[src/rtl/ccw_flag_pkg.sv]
package ccw_flag_pkg;
  localparam int FLAG_W = 5;

  typedef struct packed {
    logic cda;
    logic cc;
    logic sili;
    logic skip;
    logic pci;
  } ccw_flags_t;

  // Data chaining overrides command chaining and length suppression
  function automatic ccw_flags_t fold_cda(input ccw_flags_t raw);
    ccw_flags_t r;
    r = raw;
    if (raw.cda) begin
      r.cc   = 1'b0;
      r.sili = 1'b0;
    end
    return r;
  endfunction

  // Next value of a set/clear latch with a selectable priority
  function automatic logic latch_next(input logic cur, input logic set,
                                      input logic clr, input logic clr_wins);
    logic n;
    if (clr_wins) n = clr ? 1'b0 : (set ? 1'b1 : cur);
    else          n = set ? 1'b1 : (clr ? 1'b0 : cur);
    return n;
  endfunction
endpackage

[src/rtl/ccw_flag_reg.sv]
module ccw_flag_reg
  import ccw_flag_pkg::*;
(
  input  logic                 clk,
  input  logic                 rst,
  input  logic [FLAG_W-1:0]    flags_raw,
  input  logic                 load,
  input  logic                 dir_write,
  input  logic                 wr_dchain,
  input  logic                 if_check,
  output ccw_flags_t           flags_q,
  output logic                 load_ok
);
  ccw_flags_t flags_d;
  logic       load_blocked;

  assign load_blocked = load && dir_write && wr_dchain;
  assign load_ok      = load && !load_blocked;

  always_comb begin
    flags_d = flags_q;
    if (load_ok) flags_d = fold_cda(ccw_flags_t'(flags_raw));
    if (if_check) flags_d.cc = 1'b0;
  end

  always_ff @(posedge clk) begin
    if (rst) flags_q <= '0;
    else     flags_q <= flags_d;
  end


  wrdc_hold_chk: assert property (@(posedge clk) disable iff (rst)
    (load_blocked && !if_check) |=> $stable(flags_q));


  check_clr_chk: assert property (@(posedge clk) disable iff (rst)
    if_check |=> !flags_q.cc);


  load_pci_chk: assert property (@(posedge clk) disable iff (rst)
    load_ok |=> (flags_q.pci == $past(flags_raw[0]) && flags_q.skip == $past(flags_raw[1])));
endmodule

[src/rtl/sup_out_ctl.sv]
module sup_out_ctl
  import ccw_flag_pkg::*;
#(
  parameter bit CLEAR_WINS = 1'b1
) (
  input  logic clk,
  input  logic rst,
  input  logic chan_end,
  input  logic cc_q,
  input  logic load_ok,
  input  logic raw_cda,
  input  logic dir_write,
  input  logic wr_reg_full,
  input  logic rec_end,
  input  logic unit_sel,
  input  logic bytecnt_load,
  output logic sup_q
);
  logic set_cc_end;
  logic set_rd_cda;
  logic set_wr_full;
  logic sup_set;
  logic sup_clr;

  assign set_cc_end  = chan_end && cc_q;
  assign set_rd_cda  = load_ok && !dir_write && raw_cda;
  assign set_wr_full = dir_write && wr_reg_full && !rec_end;
  assign sup_set     = set_cc_end || set_rd_cda || set_wr_full;
  assign sup_clr     = unit_sel || bytecnt_load;

  always_ff @(posedge clk) begin
    if (rst) sup_q <= 1'b0;
    else     sup_q <= latch_next(sup_q, sup_set, sup_clr, CLEAR_WINS);
  end


  cc_end_set_chk: assert property (@(posedge clk) disable iff (rst)
    (set_cc_end && !sup_clr) |=> sup_q);


  wr_full_set_chk: assert property (@(posedge clk) disable iff (rst)
    (set_wr_full && !sup_clr) |=> sup_q);

  generate
    if (CLEAR_WINS) begin : g_clr_first

      sup_clr_chk: assert property (@(posedge clk) disable iff (rst)
        sup_clr |=> !sup_q);
    end
  endgenerate
endmodule

[src/rtl/svc_hold_ctl.sv]
module svc_hold_ctl
  import ccw_flag_pkg::*;
#(
  parameter bit CLEAR_WINS = 1'b1
) (
  input  logic clk,
  input  logic rst,
  input  logic unit_sel,
  input  logic status_in,
  input  logic cu_busy,
  input  logic fetch_done,
  output logic hold_q
);
  logic in_sel_q;
  logic sel_close;
  logic hold_set;

  assign sel_close = in_sel_q && status_in;
  assign hold_set  = sel_close && !cu_busy;

  always_ff @(posedge clk) begin
    if (rst) begin
      in_sel_q <= 1'b0;
      hold_q   <= 1'b0;
    end else begin
      if (unit_sel)       in_sel_q <= 1'b1;
      else if (status_in) in_sel_q <= 1'b0;
      hold_q <= latch_next(hold_q, hold_set, fetch_done, CLEAR_WINS);
    end
  end


  hold_set_chk: assert property (@(posedge clk) disable iff (rst)
    (hold_set && !fetch_done) |=> hold_q);


  hold_busy_chk: assert property (@(posedge clk) disable iff (rst)
    (!hold_q && !hold_set) |=> !hold_q);

  generate
    if (CLEAR_WINS) begin : g_clr_first

      hold_clr_chk: assert property (@(posedge clk) disable iff (rst)
        fetch_done |=> !hold_q);
    end
  endgenerate
endmodule

[src/rtl/ccw_flag_ctl.sv]
module ccw_flag_ctl
  import ccw_flag_pkg::*;
#(
  parameter bit CLEAR_WINS = 1'b1
) (
  input  logic              clk,
  input  logic              rst,
  input  logic [4:0]        ccw_flags_i,
  input  logic              ccw2_load_i,
  input  logic              dir_write_i,
  input  logic              wr_dchain_i,
  input  logic              if_check_i,
  input  logic              chan_end_i,
  input  logic              bytecnt_load_i,
  input  logic              unit_sel_i,
  input  logic              status_in_i,
  input  logic              cu_busy_i,
  input  logic              wr_reg_full_i,
  input  logic              rec_end_i,
  input  logic              fetch_done_i,
  output logic              flag_cda_o,
  output logic              flag_cc_o,
  output logic              flag_sili_o,
  output logic              flag_skip_o,
  output logic              flag_pci_o,
  output logic              sup_out_o,
  output logic              svc_hold_o
);
  ccw_flags_t flags_q;
  logic       load_ok;

  ccw_flag_reg u_flags (
    .clk       (clk),
    .rst       (rst),
    .flags_raw (ccw_flags_i),
    .load      (ccw2_load_i),
    .dir_write (dir_write_i),
    .wr_dchain (wr_dchain_i),
    .if_check  (if_check_i),
    .flags_q   (flags_q),
    .load_ok   (load_ok)
  );

  sup_out_ctl #(.CLEAR_WINS(CLEAR_WINS)) u_sup (
    .clk          (clk),
    .rst          (rst),
    .chan_end     (chan_end_i),
    .cc_q         (flags_q.cc),
    .load_ok      (load_ok),
    .raw_cda      (ccw_flags_i[FLAG_W-1]),
    .dir_write    (dir_write_i),
    .wr_reg_full  (wr_reg_full_i),
    .rec_end      (rec_end_i),
    .unit_sel     (unit_sel_i),
    .bytecnt_load (bytecnt_load_i),
    .sup_q        (sup_out_o)
  );

  svc_hold_ctl #(.CLEAR_WINS(CLEAR_WINS)) u_hold (
    .clk        (clk),
    .rst        (rst),
    .unit_sel   (unit_sel_i),
    .status_in  (status_in_i),
    .cu_busy    (cu_busy_i),
    .fetch_done (fetch_done_i),
    .hold_q     (svc_hold_o)
  );

  assign flag_cda_o  = flags_q.cda;
  assign flag_cc_o   = flags_q.cc;
  assign flag_sili_o = flags_q.sili;
  assign flag_skip_o = flags_q.skip;
  assign flag_pci_o  = flags_q.pci;


  cda_excl_chk: assert property (@(posedge clk) disable iff (rst)
    flag_cda_o |-> (!flag_cc_o && !flag_sili_o));


  rd_cda_sup_chk: assert property (@(posedge clk) disable iff (rst)
    (ccw2_load_i && !dir_write_i && ccw_flags_i[4] && !unit_sel_i && !bytecnt_load_i)
      |=> sup_out_o);
endmodule

[config.mk]
export PLATFORM = sky130hd
export DESIGN_NAME = ccw_flag_ctl
export DESIGN_NICKNAME = d
export VERILOG_FILES = /design/src/rtl/ccw_flag_pkg.sv /design/src/rtl/ccw_flag_reg.sv /design/src/rtl/sup_out_ctl.sv /design/src/rtl/svc_hold_ctl.sv /design/src/rtl/ccw_flag_ctl.sv
export SDC_FILE = /design/constraint.sdc
export NUM_CORES = 1
export LEC_CHECK = 0
export ABC_AREA = 1
export BUFFER_PORTS_ARGS = -buffer_cell sky130_fd_sc_hd__buf_2
export CAP_MARGIN = 20
export CELL_PAD_IN_SITES_DETAIL_PLACEMENT = 1
export CELL_PAD_IN_SITES_GLOBAL_PLACEMENT = 2
export CORE_ASPECT_RATIO = 0.9
export CORE_MARGIN = 2
export CORE_UTILIZATION = 15
export DETAILED_ROUTE_END_ITERATION = 7
export PLACE_DENSITY = 0.78
export SLEW_MARGIN = 0
export SYNTH_ARGS = -nofsm -noshare
export SYNTH_HDL_FRONTEND = slang
export SYNTH_SLANG_ARGS = --single-unit
[constraint.sdc]
create_clock -name clk -period 0.8 [get_ports clk]
set_input_delay 0.12 -clock clk [delete_from_list [all_inputs] [get_ports clk]]
set_output_delay 0.12 -clock clk [all_outputs]
set_load 0.005 [all_outputs]
Word level (Yosys, flattened, before mapping)
Index checks and enable logic that the tools add are counted.
- mux-type cells: 3
- reduce and logical (&&, ||, !) cells: 21
- operators by type and width (operator ; count):
    $logic_and A1 B1 Y1 ; 10
    $reduce_or A2 Y1 ; 3
    $logic_not A1 Y1 ; 4
    $logic_or A1 B1 Y1 ; 3
    $mux W1 ; 2
    $mux W2 ; 1
    $reduce_bool A2 Y1 ; 1
- flip-flop bits (word level): 8
- input bits: 19
- output and inout port bits: 7
- logic and storage cells: 32

Depth between registers and ports, before layout
Gate-level depths: netlist of the first run.
- depth after elaboration: 8
- mapped depth: 5
- depth with buffers taken out: 5

Modules after synthesis
A second synthesis of the first run with hierarchy kept.
- cells, all modules: 56
- area total of the unflattened synthesis: 385.4 um^2
- modules (own cells, without submodules) (module ; times used ; cells an instance ; area each (um^2) ; seq. area each (um^2)):
    ccw_flag_reg ; 1 ; 36 ; 236.5 ; 100.1
    svc_hold_ctl ; 1 ; 10 ; 80.1 ; 40.0
    sup_out_ctl ; 1 ; 10 ; 68.8 ; 20.0

Worst setup path before layout of the first run
OpenSTA, ideal clock, no wires.
- path kind: register -> register
- start point: register, netlist name u_flags.flags_q[3]
- end point: register u_sup.sup_q
- library setup time: 109 ps
- arrival time: 570 ps
- required time: 691 ps
- setup slack: 121 ps
- stages on the path, launching flop included: 5
- path buffers: 0
- clock period less this slack: 679 ps
- path through: dfxtp_1 -> a21oi_1 -> nand3_1 -> nand2_1 -> inv_1
- word-level cells in the longest chain between the ends: 3
- RTL lines (item ; line ; RTL):
    $logic_and A1 B1 Y1 ; sup_out_ctl.sv:25 ; assign set_cc_end = chan_end && cc_q;
    $logic_or A1 B1 Y1 (2 in series) ; sup_out_ctl.sv:28 ; assign sup_set = set_cc_end || set_rd_cda || set_wr_full;
    end signal, assigned ; sup_out_ctl.sv:33 ; else sup_q <= latch_next(sup_q, sup_set, sup_clr, CLEAR_WINS);
    end, declared ; sup_out_ctl.sv:17 ; output logic sup_q
Every way passes these cells.
A chain may end at the register's enable or synchronous reset.

Worst setup path after layout of the first run
- start point: register, netlist name u_flags.flags_q[3]
- end point: output port flag_cc_o
- RTL lines (item ; line ; RTL):
    end, declared ; ccw_flag_ctl.sv:22 ; output logic flag_cc_o,
No word-level cell between the ends.

==> results of run 1 <==
==> cell usage in the layout, fill, tap and decap left out, drive strengths merged <==
cell     n
o21a     1
clkbuf   3
nand2    8
nor2    12
inv      9
nor3     1
dfxtp    8
buf     25
a21oi    4
o21ai    3
nand3    3
==> Yosys cell counts <==
| cell | count |
|---|---|
| nand2_4 | 1 |
| nor3_1 | 1 |
| o21ai_0 | 3 |
| nand2_1 | 6 |
| nand3_1 | 3 |
| inv_2 | 1 |
| a21oi_1 | 4 |
| inv_1 | 8 |
| o21a_1 | 1 |
| nor2_1 | 12 |
| dfxtp_1 | 8 |
| nand2_2 | 1 |
==> timing repair <==
action | in CTS | in global routing
pin swaps | 0 | 0
hold buffers | 0 | 0
setup endpoints to repair | 7 | 8
resized for setup | 7 | 1
==> report_power, final <==
part	leakage [nW]	switching [mW]	internal, mW	total (mW)
Combinational	0.219	0.0708	0.0757	0.147
Sequential	0.0685	0.0111	0.425	0.436
Clock	0.0138	0.135	0.172	0.306
Total	0.301	0.217	0.672	0.889
==> area by class of cell <==
cell class	instances	area, um2
clock buffers	3	22.5
fillers	286	1620
inverters	9	33.8
multi-input cells	32	148
flip-flops and latches	8	169
well taps	27	33.8
repair buffers	25	131
==> cell families after synthesis <==
family / count (synthesis) / share of synthesized area (%)
AND/OR/NAND/NOR: 24 / 30.8
AO/OA/AOI/OAI: 8 / 12.5
flip-flops: 8 / 46.9
buffers and inverters: 9 / 9.89
==> state kept, by name, summed over array words and instances, names as in the netlist <==
signal	cells
u_flags.flags_q	5
u_hold.hold_q	1
u_hold.in_sel_q	1
u_sup.sup_q	1
==> metrics by stage <==
step / setup slack, ns / instances / util (%)
finish: -0.0158 / 104 / 24.9
detailed placement: 0.0672 / 101 / 23.1
global route: -0.0610 / 104 / 24.9
CTS: -0.0337 / 104 / 24.6
floorplan: 0.121 / 49 / -
global placement: 0.0617 / 101 / 23.1
==> per-layer routing <==
layer / GRT usage [%] / vias to the layer above
li1: - / 208
met1: 10.6 / 167
met2: 11.8 / 14
met3: 5.52 / 0
met4: 1.25 / 0
met5: 0 / -
==> final timing paths <==
path	endpoint	depth (start not counted)
min reg2reg	u_hold.hold_q$_SDFFE_PP0P_	1
min	u_hold.hold_q$_SDFFE_PP0P_	3
max reg2reg	u_sup.sup_q$_SDFFE_PP0P_	4
max	flag_cc_o	1
==> results.toml, run 1 <==
[status]
status = "finished with violations"
violations = "negative setup slack"

[power]
peakVddDrop_mv = 0.804
power_mw = 0.889
power_leakage_nw = 0.301
powerDensity_nw_per_um2 = 1650

[hold_path]
worstHoldStart = "fetch_done_i"
hold_path.class = "input pin to register"

[sta]
fmax_ghz = 1.23
setup-tns-final_ns = -0.0200
finalWorstSetupSlack_ns = -0.0158
skew_ns = 0.0000800
max-slew-margin-rel_pct = 89.2
period_needed_ns = 0.816
finalSetupViolCount = 3
slew_viol_final = 0
hold_slack_ns = 0.0906
post-route-period-util_pct = 102
hold_viol_final = 0
tightest_slew_ns = 0.160
rsz0062_at_grt = "yes"

[global_routing]
first_global_vias = 404
antenna_found_initial = 0
grt-ovfl-total = 0
grt_max_degree = 9
grt_pass1_wl_mm = 1.59
grt_use_total_pct = 8.33

[floorplan]
die_h_um = 49.3
die_w_um = 54.3
dieArea_um2 = 2680
core_um2 = 2160
initial_core_util_pct = 15.8
num_io_pins = 26
row_count = 16

[worst_setup_path]
critPathBufInv = 1
timing.rr.start = "u_flags.flags_q[3]$_SDFFE_PP0P_"
cpPeakStageDelay_ns = 0.34
start_kind = "register"
cp_top_family = "flip-flops"
worst_ep_required_time_ns = 0.68
cp_slowest_cell = "dfxtp_2"
startpoint = "u_flags.flags_q[3]$_SDFFE_PP0P_"
cp_cell_sequence = "buf_2"
cp_max_fo = 3
path_class = "register to output port"
rrSetupSlack_ns = 0.05
critPathCaptureType = "output port"
critPathArrivalTime_ns = 0.70

[clock_network]
cts_root_buf = "clkbuf_4"
clock_path_buffers = 2
h-tree-depth = 1
cts-buffers-inserted = 3
cts.reportedPaths.clkPinSlew_ns = 0.06
cts_tree = "built"
post_cts_buffers = 0
clk_latency_ns = 0.25
cts_sinks = 8

[routing]
drt_iter0_markers = 5
routed_wl_um = 910
wl_met3_um = 77
via_per_inst = 3.74
wl_met2_um = 435
ant_nets = 0
vias = 389
dr.pass1.iters = 3
remaining_drc_errors = 0
wl_met1_um = 397
dr.max_layer_used = "met3"
routedWlPerCell_um = 8.75

[cells_and_area]
design_area_um2 = 538
antennaDiodeCount = 0
final_nets = 98
area_growth_pct = 57.5
drive_gt1_share_pct = 49.4

[synthesis]
yosysSeqAreaShare_pct = 46.9
synth_area_um2 = 342
synthTopCellsByArea = "dfxtp_1, nor2_1, inv_1"
ys_ff_latch = 8
syn_inst = 49
yosys.cell_types.count = 12
synth_largest_area_cell = "dfxtp_1"
yosysTopAreaCellShare_pct = 46.9
ys_warn_count = 0
avgSynthCellArea_um2 = 6.97
syn_nets = 68

[placed_design]
port_buffers = 25
placedInstanceArea_um2 = 500
place.gp.congestion = 0.653
dp_hpwl_um = 757

[flow_run]
max_cap_violations = 0
No activity file was read; power rests on OpenSTA's default activity.
==> run 2: changes to the inputs <==
CORE_UTILIZATION = 16   (was 15)
SYNTH_HIERARCHICAL = 1   (was unset)
==> results.toml, run 2 <==
[synthesis]
avgSynthCellArea_um2 = 6.88
ys_warn_count = 6
synth-async-reset-ratio_pct = 0
ys_ff_latch = 8
yosysSeqAreaShare_pct = 41.6
synth_area_um2 = 385
synth_largest_area_cell = "dfxtp_1"
syn_inst = 56
syn_nets = 75
synth_edf_count = 0
yosysTopAreaCellShare_pct = 41.6
yosys.cell_types.count = 12
synth_flop_cell = "dfxtp_1"
netlist_top_cells_count = "inv_1, nor2_1, dfxtp_1, nand2_1"
synthTopCellsByArea = "dfxtp_1, inv_1, nor2_1"

[power]
power_leakage_nw = 0.342
peakVddDrop_mv = 0.465
powerDensity_nw_per_um2 = 1480
power_mw = 0.946

[cells_and_area]
largest_reg_flops = 5
nFillCells = 290
final_nets = 108
design_area_um2 = 639
regMostFlops = "u_flags/flags_q"
drive_gt1_share_pct = 49.4
antennaDiodeCount = 0
final_cell_mix = "buf_2, inv_1, nor2_1, nand2_1"
area_growth_pct = 65.9
mostFrequentLayoutCell = "buf_2"

[sta]
period_needed_ns = 0.833
fmax_ghz = 1.20
finalWorstSetupSlack_ns = -0.0329
hold_slack_ns = 0.0861
hold_viol_final = 0
slew_viol_final = 0
max-slew-margin-rel_pct = 91.4
tightest_slew_ns = 0.129
skew_ns = 0.00676
finalSetupViolCount = 5
post-route-period-util_pct = 104
rsz0062_at_grt = "yes"

[routing]
via_per_inst = 3.85
remaining_drc_errors = 0
routedWlPerCell_um = 9.77
routed_wl_mm = 1.11
ant_nets = 0
drt_iter0_markers = 2
dr.pass1.iters = 2
vias = 439

[global_routing]
grt-ovfl-total = 0
grt_pass1_wl_mm = 2.00
first_global_vias = 508
antenna_found_initial = 0
grt_use_total_pct = 9.31
grt_max_degree = 7

[worst_setup_path]
path_class = "register to output port"
start_kind = "register"
critPathArrivalTime_ns = 0.71
cp_max_fo = 3
timing.rr.start = "u_sup/sup_q$_SDFFE_PP0P_"
cp_cell_sequence = "buf_6"
critPathCaptureType = "output port"
cpPeakStageDelay_ns = 0.36
cp_slowest_cell = "dfxtp_2"
startpoint = "u_flags/flags_q[3]$_SDFFE_PP0P_"
worst_ep_required_time_ns = 0.68
cp_top_family = "flip-flops"
critPathBufInv = 1

[clock_network]
cts_tree = "built"
cts_root_buf = "clkbuf_4"
h-tree-depth = 1
clk_latency_ns = 0.25
cts_sinks = 8
clock_path_buffers = 2
cts-buffers-inserted = 3
cts.reportedPaths.clkPinSlew_ns = 0.06

[hold_path]
worstHoldStart = "rst"
hold_path.class = "input pin to register"

[floorplan]
die_w_um = 55.7
num_io_pins = 26
row_count = 16
core_um2 = 2220
dieArea_um2 = 2820
die_h_um = 50.6
initial_core_util_pct = 17.3

[placed_design]
placedInstanceArea_um2 = 559
dp_hpwl_um = 924
pre_cts_ws_ns = 0.0132
place.gp.congestion = 0.694
port_buffers = 25

[status]
status = "finished with violations"
violations = "negative setup slack"

[flow_run]
max_cap_violations = 0
==> run 2: cells by family after synthesis <==
logic type	count (synthesis)	share of synthesized area (%)
buffers and inverters	12	11.7
AND/OR/NAND/NOR	30	37.0
AO/OA/AOI/OAI	6	9.74
flip-flops	8	41.6
==> run 2: repair_timing <==
action                                  4_1_cts  5_1_grt
resized for setup                             7        7
pin swaps                                     0        1
endpoints found under the setup margin        7        8
buffers inserted                              1        0
hold buffers                                  0        0
==> run 2: area by class of cell <==
cell class,count,area [um2],share of cell area [%]
Inverter,12,45.0,7.05
Sequential cell,8,169,26.4
Timing Repair Buffer,28,189,29.5
Tap cell,27,33.8,5.28
Clock buffer,3,22.5,3.52
Multi-Input combinational cell,36,180,28.2
==> run 2: final timing paths <==
path	end	slack, ns	depth (start not counted)
setup reg to reg	u_sup/sup_q$_SDFFE_PP0P_	0	5
setup / recovery	flag_cc_o	-0.03	1
hold reg to reg	u_hold/hold_q$_SDFFE_PP0P_	0.46	2
hold / removal	u_hold/in_sel_q$_SDFFE_PP0P_	0.09	2
==> run 2: metal layers <==
metal / routed length (um) / track usage [%] / share of wire, %
met3: 82 / 2.84 / 7.4
met2: 520 / 15.1 / 47
met1: 511 / 10.6 / 46
met5: 0 / 0 / 0
met4: 0 / 6.10 / 0
==> run 2: stage by stage <==
| step | std cells | setup TNS (ns) | utilization (%) |
|---|---|---|---|
| 3_5_place_dp | 110 | 0 | 25.2 |
| 2_1_floorplan | 56 | 0 | - |
| 3_3_place_gp | 110 | 0 | 25.2 |
| 6_report | 114 | -0.0639 | 28.8 |
| 4_1_cts | 114 | -0.182 | 26.9 |
| 5_1_grt | 114 | -0.344 | 28.8 |
==> run 2: where the power goes <==
group / total [mW] / internal [mW] / switching [mW]
clock network: 0.322 / 0.173 / 0.149
logic: 0.184 / 0.103 / 0.0813
registers: 0.440 / 0.425 / 0.0150
==> run 3: changes to the inputs <==
==> constraint.sdc (replaced) <==
create_clock -name clk -period 0.8 [get_ports clk]
set_input_delay 0.04 -clock clk [delete_from_list [all_inputs] [get_ports clk]]
set_output_delay 0.04 -clock clk [all_outputs]
set_load 0.005 [all_outputs]
==> results.toml, run 3 (synthesized netlist as in run 2, its figures left out) <==
[status]
status = "finished clean"

[sta]
finalWorstSetupSlack_ns = 0.0456
fmax_ghz = 1.33
setup-tns-final_ns = 0
slew_viol_final = 0
max-slew-margin-rel_pct = 91.5
period_needed_ns = 0.754
finalSetupViolCount = 0
hold_viol_final = 0
skew_ns = 0.00689
tightest_slew_ns = 0.127
rsz0062_at_grt = "no"
hold_slack_ns = 0.0110
post-route-period-util_pct = 94.3

[clock_network]
clk_latency_ns = 0.26
cts_root_buf = "clkbuf_4"
cts_tree = "built"
hold_buffers = 0
clock_path_buffers = 2
h-tree-depth = 1
cts.reportedPaths.clkPinSlew_ns = 0.07
cts-buffers-inserted = 3
cts_sinks = 8

[cells_and_area]
regArea_um2 = 161
design_area_um2 = 583
final_cell_mix = "buf_2, inv_1, nor2_1, nand2_1, dfxtp_1"
mostFrequentLayoutCell = "buf_2"
drive_gt1_share_pct = 41.9
nFillCells = 290
largest_reg_flops = 5
multi_input_area_um2 = 180
antennaDiodeCount = 0
final_util_pct = 26.2
area_growth_pct = 51.3
regMostFlops = "u_flags/flags_q"
fin_cells = 113
final_nets = 107

[placed_design]
placedInstanceArea_um2 = 559
pre_cts_ws_ns = 0.0696
port_buffers = 25
place.gp.congestion = 0.698
placed_cells = 110
dp_hpwl_um = 885

[routing]
via_per_inst = 3.85
routed_wl_mm = 1.10
remaining_drc_errors = 0
vias = 435
drt_iter0_markers = 4
ant_nets = 0
dr.pass1.iters = 2
routedWlPerCell_um = 9.70

[hold_path]
hold_path.class = "input pin to register"

[floorplan]
die_h_um = 50.6
core_um2 = 2220
row_count = 16
dieArea_um2 = 2820
die_w_um = 55.7
initial_core_util_pct = 17.3
num_io_pins = 26

[worst_setup_path]
critPathBufInv = 1
critPathArrivalTime_ns = 0.71
start_kind = "register"
cp_top_family = "flip-flops"
cp_cell_sequence = "buf_2"
worst_ep_required_time_ns = 0.76
cp_slowest_cell = "dfxtp_1"
critPathCaptureType = "output port"
cpPeakStageDelay_ns = 0.34
path_class = "register to output port"
cp_max_fo = 2

[power]
power.net_switching_mw = 0.252
swShare_pct = 27.1
power_mw = 0.931
comb_power_share_pct = 17.9
powerDensity_nw_per_um2 = 1600
p_clk_share_pct = 35.7
peakVddDrop_mv = 0.874
p_int_mw = 0.679
power_leakage_nw = 0.328
pwr-share-seq_pct = 46.4

[global_routing]
grt_use_total_pct = 8.54
grt-ovfl-total = 0
first_global_vias = 481
antenna_found_initial = 0
grt_pass1_wl_mm = 1.90
grt_max_degree = 7

[flow_run]
max_cap_violations = 0
[run 3: cell types whose count changed in the layout (fill, tap and decap cells not counted), sizes merged]
cell,change
buf,-1
[run 3: worst paths after layout]
path | startpoint | end | slack (ns) | depth (start not counted)
worst max-delay path | u_sup/sup_q$_SDFFE_PP0P_ | sup_out_o | 0.05 | 1
worst min register to register | u_hold/hold_q$_SDFFE_PP0P_ | u_hold/hold_q$_SDFFE_PP0P_ | 0.46 | 2
worst max register to register | u_flags/flags_q[3]$_SDFFE_PP0P_ | u_sup/sup_q$_SDFFE_PP0P_ | 0.07 | 4
worst min-delay path | rst | u_hold/in_sel_q$_SDFFE_PP0P_ | 0.01 | 2
[run 3: cell type report]
| cell class | count | share of cell area [%] |
|---|---|---|
| well taps | 27 | 5.79 |
| inverters | 12 | 7.73 |
| multi-input cells | 36 | 30.9 |
| repair buffers | 27 | 24.0 |
| flip-flops and latches | 8 | 27.7 |
| clock buffers | 3 | 3.86 |
[run 3: per-layer routing]
metal	share of wire, %	track usage [%]	wire length [um]
met3	7.5	2.84	82
met2	46	13.9	502
met4	0	3.66	0
met1	47	10.3	511
met5	0	0	0
[run 3: power by group through the flow]
stage               logic (mW)  registers, mW  clock network [mW]
CTS                      0.170          0.433               0.352
global route             0.191          0.436               0.373
global placement         0.163          0.441                   0
detailed placement       0.169          0.442                   0
finish                   0.167          0.432               0.332
floorplan               0.0699          0.443                   0
[run 3: what timing repair did]
action	in CTS	in global routing
endpoints found under the setup margin	1	0
setup buffers	0	0
resized for setup	1	0
